`config.mk`:
```
export PLATFORM = sky130hd
export DESIGN_NAME = psw_window_unit
export DESIGN_NICKNAME = d
export VERILOG_FILES = /design/src/rtl/psw_pkg.sv /design/src/rtl/psw_wptr_step.sv /design/src/rtl/psw_cc_merge.sv /design/src/rtl/psw_window_unit.sv
export SDC_FILE = /design/constraint.sdc
export NUM_CORES = 1
export LEC_CHECK = 0
export BUFFER_PORTS_ARGS = -buffer_cell sky130_fd_sc_hd__buf_2
export CAP_MARGIN = 25
export CELL_PAD_IN_SITES_DETAIL_PLACEMENT = 2
export CELL_PAD_IN_SITES_GLOBAL_PLACEMENT = 2
export CORE_MARGIN = 2
export CORE_UTILIZATION = 23
export DETAILED_ROUTE_END_ITERATION = 12
export PLACE_DENSITY = 0.82
export SLEW_MARGIN = 30
export SYNTH_ARGS = -nofsm -noshare
export SYNTH_HDL_FRONTEND = slang
export SYNTH_SLANG_ARGS = --single-unit
```
`constraint.sdc`:
```
create_clock -name clk -period 1.79 [get_ports clk]
set_input_delay 0.179 -clock clk [delete_from_list [all_inputs] [get_ports clk]]
set_output_delay 0.179 -clock clk [all_outputs]
set_load 0.02 [all_outputs]
```
`src/rtl/psw_pkg.sv`:
```
package psw_pkg;
    localparam int WIN_BITS = 3;
    localparam int CC_BITS  = 4;
    localparam int PSW_W    = CC_BITS + 3 + 2 * WIN_BITS;

    typedef logic [WIN_BITS-1:0] wptr_t;

    typedef struct packed {
        wptr_t      cwp;
        wptr_t      swp;
        logic       ien;
        logic       smode;
        logic       pmode;
        logic [CC_BITS-1:0] cc;
    } psw_t;

    typedef enum logic [1:0] {
        OP_HOLD,
        OP_LOAD,
        OP_CALL,
        OP_RET
    } psw_op_e;
endpackage

```
`src/rtl/psw_wptr_step.sv`:
```
module psw_wptr_step #(
    parameter int W        = 3,
    parameter bit DIR_DOWN = 1'b1
) (
    input  logic [W-1:0] cur_i,
    input  logic [W-1:0] ref_i,
    output logic [W-1:0] nxt_o,
    output logic         hit_o
);
    generate
        if (DIR_DOWN) begin : g_down
            assign nxt_o = cur_i - W'(1);
        end else begin : g_up
            assign nxt_o = cur_i + W'(1);
        end
    endgenerate

    assign hit_o = (nxt_o == ref_i);
endmodule

```
`src/rtl/psw_cc_merge.sv`:
```
module psw_cc_merge #(
    parameter int N = 4
) (
    input  logic [N-1:0] cur_i,
    input  logic         scc_i,
    input  logic [N-1:0] new_i,
    output logic [N-1:0] nxt_o
);
    always_comb begin
        nxt_o = scc_i ? new_i : cur_i;
    end
endmodule

```
`src/rtl/psw_window_unit.sv`:
```
module psw_window_unit
    import psw_pkg::*;
#(
    parameter int RD_W = 32,
    parameter int WR_W = 16
) (
    input  logic            clk,
    input  logic            rst_n,
    input  logic            wr_en_i,
    input  logic [WR_W-1:0] wr_data_i,
    input  logic            call_i,
    input  logic            ret_i,
    input  logic            scc_i,
    input  logic [CC_BITS-1:0] cc_i,
    output logic [RD_W-1:0] rd_data_o,
    output logic            win_ovf_o,
    output logic            win_unf_o
);
    localparam int PAD_W = RD_W - PSW_W;
    localparam psw_t RST_VAL = '{cwp: '0, swp: '0, ien: 1'b0,
                                 smode: 1'b1, pmode: 1'b0, cc: '0};

    psw_t    psw_q, psw_d;
    psw_op_e op;
    wptr_t   dn_ptr, up_ptr;
    logic    dn_hit, up_hit;
    logic [CC_BITS-1:0] cc_nxt;
    logic    unused_wr_hi;

    assign unused_wr_hi = ^wr_data_i[WR_W-1:PSW_W];

    psw_wptr_step #(.W(WIN_BITS), .DIR_DOWN(1'b1)) u_step_dn (
        .cur_i(psw_q.cwp), .ref_i(psw_q.swp), .nxt_o(dn_ptr), .hit_o(dn_hit)
    );

    psw_wptr_step #(.W(WIN_BITS), .DIR_DOWN(1'b0)) u_step_up (
        .cur_i(psw_q.cwp), .ref_i(psw_q.swp), .nxt_o(up_ptr), .hit_o(up_hit)
    );

    psw_cc_merge #(.N(CC_BITS)) u_cc (
        .cur_i(psw_q.cc), .scc_i(scc_i), .new_i(cc_i), .nxt_o(cc_nxt)
    );

    // Operation select: load beats call beats return.
    always_comb begin
        if (wr_en_i)     op = OP_LOAD;
        else if (call_i) op = OP_CALL;
        else if (ret_i)  op = OP_RET;
        else             op = OP_HOLD;
    end

    always_comb begin
        psw_d = psw_q;
        unique case (op)
            OP_LOAD: psw_d = psw_t'(wr_data_i[PSW_W-1:0]);
            OP_CALL: begin
                psw_d.cc    = cc_nxt;
                psw_d.cwp   = dn_ptr;
                psw_d.pmode = psw_q.smode;
            end
            OP_RET: begin
                psw_d.cc    = cc_nxt;
                psw_d.cwp   = up_ptr;
                psw_d.smode = psw_q.pmode;
            end
            OP_HOLD: psw_d.cc = cc_nxt;
        endcase
    end

    // State register.
    always_ff @(posedge clk or negedge rst_n) begin
        if (!rst_n) psw_q <= RST_VAL;
        else        psw_q <= psw_d;
    end

    // Output register for the window flags.
    always_ff @(posedge clk or negedge rst_n) begin
        if (!rst_n) begin
            win_ovf_o <= 1'b0;
            win_unf_o <= 1'b0;
        end else begin
            win_ovf_o <= (op == OP_CALL) && dn_hit;
            win_unf_o <= (op == OP_RET)  && up_hit;
        end
    end

    assign rd_data_o = {{PAD_W{1'b0}}, psw_q};

    AST_CALL_DEC: assert property (@(posedge clk) disable iff (!rst_n)
        (call_i && !wr_en_i) |=> (psw_q.cwp == $past(psw_q.cwp) - WIN_BITS'(1)
                                  && psw_q.pmode == $past(psw_q.smode)));
    AST_RET_INC: assert property (@(posedge clk) disable iff (!rst_n)
        (ret_i && !call_i && !wr_en_i) |=> (psw_q.cwp == $past(psw_q.cwp) + WIN_BITS'(1)
                                            && psw_q.smode == $past(psw_q.pmode)));
    AST_OVF_PULSE: assert property (@(posedge clk) disable iff (!rst_n)
        win_ovf_o |=> !win_ovf_o);
    AST_UNF_PULSE: assert property (@(posedge clk) disable iff (!rst_n)
        win_unf_o |=> !win_unf_o);
    AST_CC_HOLD: assert property (@(posedge clk) disable iff (!rst_n)
        (!scc_i && !wr_en_i) |=> $stable(psw_q.cc));
    AST_SWP_HOLD: assert property (@(posedge clk) disable iff (!rst_n)
        !wr_en_i |=> ($stable(psw_q.swp) && $stable(psw_q.ien)));
    AST_FLAG_EXCL: assert property (@(posedge clk) disable iff (!rst_n)
        !(win_ovf_o && win_unf_o));
endmodule

```
* Yosys cells after proc, flatten, opt, wreduce, memory -nomap -nowiden *
Cells that the tools add are included.

word-level totals
  input port bits = 26
  register bits after elaboration = 15
  word-level logic and storage cells = 31
  output and inout bits = 34

cells by class
  reduce and logical (&&, ||, !) cells = 7
  mux-type cells = 8
  $add $sub $neg = 2
  eq/ne operators = 6

operators by type and width
  kind                 count
  $pmux 3 s3           1
  $pmux 4 s2           1
  $eq 3x3->1           2
  $mux 2               3
  $eq 2x2->1 const B   2
  $mux 4               1
  $pmux 1 s2           2
  $reduce_bool 2->1    2
  $add 3x1->3 const B  1
  $reduce_bool 3->1    1
  $reduce_or 3->1      1
  $sub 3x1->3 const B  1
  $eq 2x1->1 const B   1
  $logic_and 1x1->1    2
  $logic_not 2->1      1
  $ne 2x1->1 const B   1

* Logic depth before layout (Yosys ltp) *
  word-level depth = 6
  mapped depth = 8
  mapped depth without buffers = 7

* By module *
A second synthesis with hierarchy kept.

second synthesis, totals
  cell total of the unflattened synthesis = 99
  area total of the unflattened synthesis = 1083.5 µm²

modules (own cells, without submodules)
  module                     area each (µm²)  instances  cells each  sequential area each (µm²)
  psw_window_unit            878.3            1          79          376.6
  psw_wptr_step (u_step_dn)  83.8             1          9           0.0
  psw_wptr_step (u_step_up)  76.3             1          7           0.0
  psw_cc_merge               45.0             1          4           0.0

* Least setup slack after synthesis *
No wires, ideal clock.

  kind = input -> register
  from = input wr_en_i
  to = register psw_q (netlist bit rd_data_o[0])
  required time = 1.660 ns
  data arrival time = 1.472 ns
  setup time = 0.130 ns
  setup slack = 0.188 ns
  stages on the path = 8
  path buffers = 2
  cells stage by stage = clkbuf_1 -> a21oi_1 -> inv_1 -> ha_1 -> or2_2 -> clkbuf_1 -> nor2_1 -> a21oi_1

on the way
  longest elaborated chain between the ends = 4
  elaborated cells on any way between the ends = 8

ends and longest elaborated chain
  element                                        RTL line               text
  from (decl)                                    psw_window_unit.sv:9   input logic wr_en_i,
  $mux 2 *                                       psw_window_unit.sv:46  if (wr_en_i) op = OP_LOAD;
  $eq 2x2->1 or $logic_not 2->1 (tied branches)  psw_window_unit.sv:54  unique case (op)
  $reduce_or 3->1 (no source line)               n/a
  $pmux 4 s2 or $ne 2x1->1 (tied branches)       n/a
  to (signal assigned)                           psw_window_unit.sv:73  else psw_q <= psw_d;
  to (decl)                                      psw_window_unit.sv:23  psw_t psw_q, psw_d;

Every way passes the cells marked *; elsewhere a longest branch is shown, timed or not.
A chain may end at the register's enable or synchronous reset.

* Worst setup path after layout *
  from = register psw_q (netlist bit rd_data_o[10])
  to = register psw_q (netlist bit rd_data_o[11])

on the way
  longest elaborated chain between the ends = 2
  elaborated cells on any way between the ends = 3

ends and longest elaborated chain
  element                                     RTL line
  $add 3x1->3 or $sub 3x1->3 (tied branches)  psw_wptr_step.sv:14, psw_wptr_step.sv:12
  $pmux 3 s3 *                                psw_window_unit.sv:54

Marks and branches as above.

==> flow_metrics.py <==
metrics = {
    "layout": {
        "diodes": 0,
        "fin_nets": 171,
        "syn2layout_area_growth_pct": 23.3,
        "regArea_um2": 378,
        "mostFrequentLayoutCells": "37 x buf_2, 19 x conb_1, 13 x dfrtp_1",
        "postLayoutCoreUtil_pct": 30.0,
        "layout_commonest_cell": "buf_2",
        "stdcell_count": 187,
        "drive_above_1_share_pct": 39.4,
        "fillers": 481,
        "multiInputGateArea_um2": 507,
    },
    "clock_network": {
        "clock-sinks": 15,
        "numCtsBuffers": 3,
        "cts_max_level": 1,
        "clk_path_buf_depth": 2,
        "root_buffer": "clkbuf_8",
        "clk_pin_slew_ns": 0.06,
        "clk_latency_ns": 0.25,
        "cts_tree": "done",
        "cts_setup_buffers": 0,
    },
    "power_and_ir_drop": {
        "ir_drop_mv": 0.196,
        "powerDensity_nw_per_um2": 919,
        "p_leak_nw": 0.644,
    },
    "place": {
        "hpwl_um": 2130,
        "dp_cells": 182,
        "gp_congestion": 0.776,
        "io_buffers": 37,
    },
    "yosys": {
        "yosysSeqAreaShare_pct": 38.1,
        "synth_cells": 97,
        "yosysTopAreaCellShare_pct": 35.4,
        "synthFlopType": "dfrtp_1",
        "yosysUniqueCellTypes": 24,
        "yosysWarnings": 0,
        "yosys-top-cells-area": "dfrtp_1 35%, buf_4 14%, ha_1 8.9%",
        "synth_edf_count": 0,
        "post_synth.cell_area_avg_um2": 10.2,
        "ys_ff_latch": 15,
        "syn-cell-area_um2": 988,
        "yosysTopAreaCell": "dfrtp_1",
        "async_flop_share_pct": 100,
    },
    "worst_setup_path": {
        "critPathSlowestCell": "dfrtp_2",
        "critPathMaxFanout": 4,
        "arrival_ns": 1.72,
        "cp-end-kind": "flop",
        "required_ns": 1.92,
        "cp_num_buf_inv": 1,
        "critPathTopFamily": "flip-flops",
        "critical_path.max_stage_delay_ns": 0.40,
        "start_kind": "flop",
        "crit_chain": "inv_1 -> ha_1 -> mux2_2 -> a211oi_1 -> a21oi_1",
        "critPathKind": "flop to flop",
    },
    "timing": {
        "fmax_mhz": 630,
        "fin_crit_ns": 1.59,
        "setup_violations": 0,
        "fin_crit_sh_pct": 88.7,
        "hold_viol": 0,
        "setup_tns_ns": 0,
        "finClkSkew_ns": 0.00105,
        "slew_violations": 0,
        "grt_setup_unrepaired": "no",
    },
    "die": {
        "start_util_pct": 24.4,
        "die_area_um2": 4840,
        "die-height_um": 69.6,
        "io_pins": 60,
        "coreArea_um2": 4060,
        "die_w_um": 69.6,
        "row_count": 23,
    },
    "detailed_routing": {
        "drt-pass1-iter-count": 2,
        "vias": 781,
        "routed_via_density": 4.18,
        "wire_per_inst_um": 13.6,
        "post-route-drc-count": 0,
        "drt_iter0_drc": 8,
        "route.antenna.remaining_nets": 0,
        "drt-total-wl_um": 2540,
    },
    "global_routing": {
        "grt_pass1_wl_um": 4320,
        "grt_usage_pct": 11.3,
        "antenna_found_initial": 0,
        "grt-ovfl-total": 0,
        "grt_pass1_vias": 898,
        "grt_max_degree": 16,
    },
    "outcome": {
        "status": "finished, final reports clean",
    },
    "hold_path": {
        "hp-class": "input pin to flop",
    },
    "run": {
        "cap_violations": 0,
    },
}
cell families after synthesis:
logic type	after synthesis	synth area share [%]
buffers and inverters	27	17.5
AND/OR/NAND/NOR	17	9.37
flip-flops	15	38.1
multiplexers	14	15.1
AO/OA/AOI/OAI	11	6.33
adder cells (fa/ha/maj)	7	8.86
XOR/XNOR	5	4.43
other	1	0.379
registers in the layout, indices dropped and copies added, names as in the netlist:
register and count:
rd_data_o 13, win_ovf_o 1, win_unf_o 1
worst reg2reg max path, cell delays in order (launching register included):
cell and delay (ns):
dfrtp_2 0.40, inv_1 0.08, ha_1 0.35, mux2_2 0.34, a211oi_1 0.22, a21oi_1 0.07
cell type report:
type	count	share of cell area (%)
clock inverter	1	0.411
sequential	15	31.0
clock buffer	3	3.39
timing repair buffer	39	16.6
inverter	6	1.85
tap	50	5.13
multi-input combinational	73	41.6
final timing paths:
check | cells past startpoint | slack (ns) | endpoint | from
min reg2reg | 1 | 0.52 | rd_data_o[6] | rd_data_o[6]
max | 5 | 0.20 | rd_data_o[11] | rd_data_o[10]
min in group asynchronous | 2 | 0.38 | win_unf_o | rst_n
max in group asynchronous | 2 | 1.11 | rd_data_o[5] | rst_n
max reg2reg | 5 | 0.20 | rd_data_o[11] | rd_data_o[10]
min | 3 | 0.13 | rd_data_o[3] | wr_data_i[3]
timing repair:
action,in CTS,in global routing
endpoints found under the hold margin,14,0
endpoints found under the setup margin,0,1
hold buffers,1,0
gates resized for setup,0,1
power breakdown:
part | switching, mW | leakage [nW] | total, mW | internal (mW)
clock network | 0.125 | 0.0255 | 0.280 | 0.154
logic | 0.242 | 0.442 | 0.404 | 0.162
registers | 0.0441 | 0.177 | 0.437 | 0.392
total | 0.412 | 0.644 | 1.12 | 0.708
per-layer routing:
layer	vias up	track usage [%]	part of all wire [%]
met3	6	2.91	7.4
met2	39	20.9	54
met1	373	12.2	37
li1	363	-	-
met5	-	0	0
met4	0	3.92	1.4
cell usage after synthesis (2+ instances only):
master and instances:
buf_4 19, dfrtp_1 14, ha_1 7, mux2_2 7
mux2i_1 7, nor2_1 7, a21oi_1 6, inv_1 6
xnor2_1 4, nand2_1 3, clkbuf_1 2, o21ai_0 2
or2_2 2
stage by stage:
step,power (mW),hold WS (ns),setup WS [ns],instance area [um2]
2_1_floorplan,0.737,-0.117,0.188,1060
3_3_place_gp,0.817,0.0980,0.117,1160
3_5_place_dp,0.848,0.113,0.0658,1160
4_1_cts,1.14,0.132,0.151,1220
5_1_grt,1.20,0.162,0.0542,1220
6_report,1.12,0.133,0.203,1220
(Power assumes the default switching activity.)
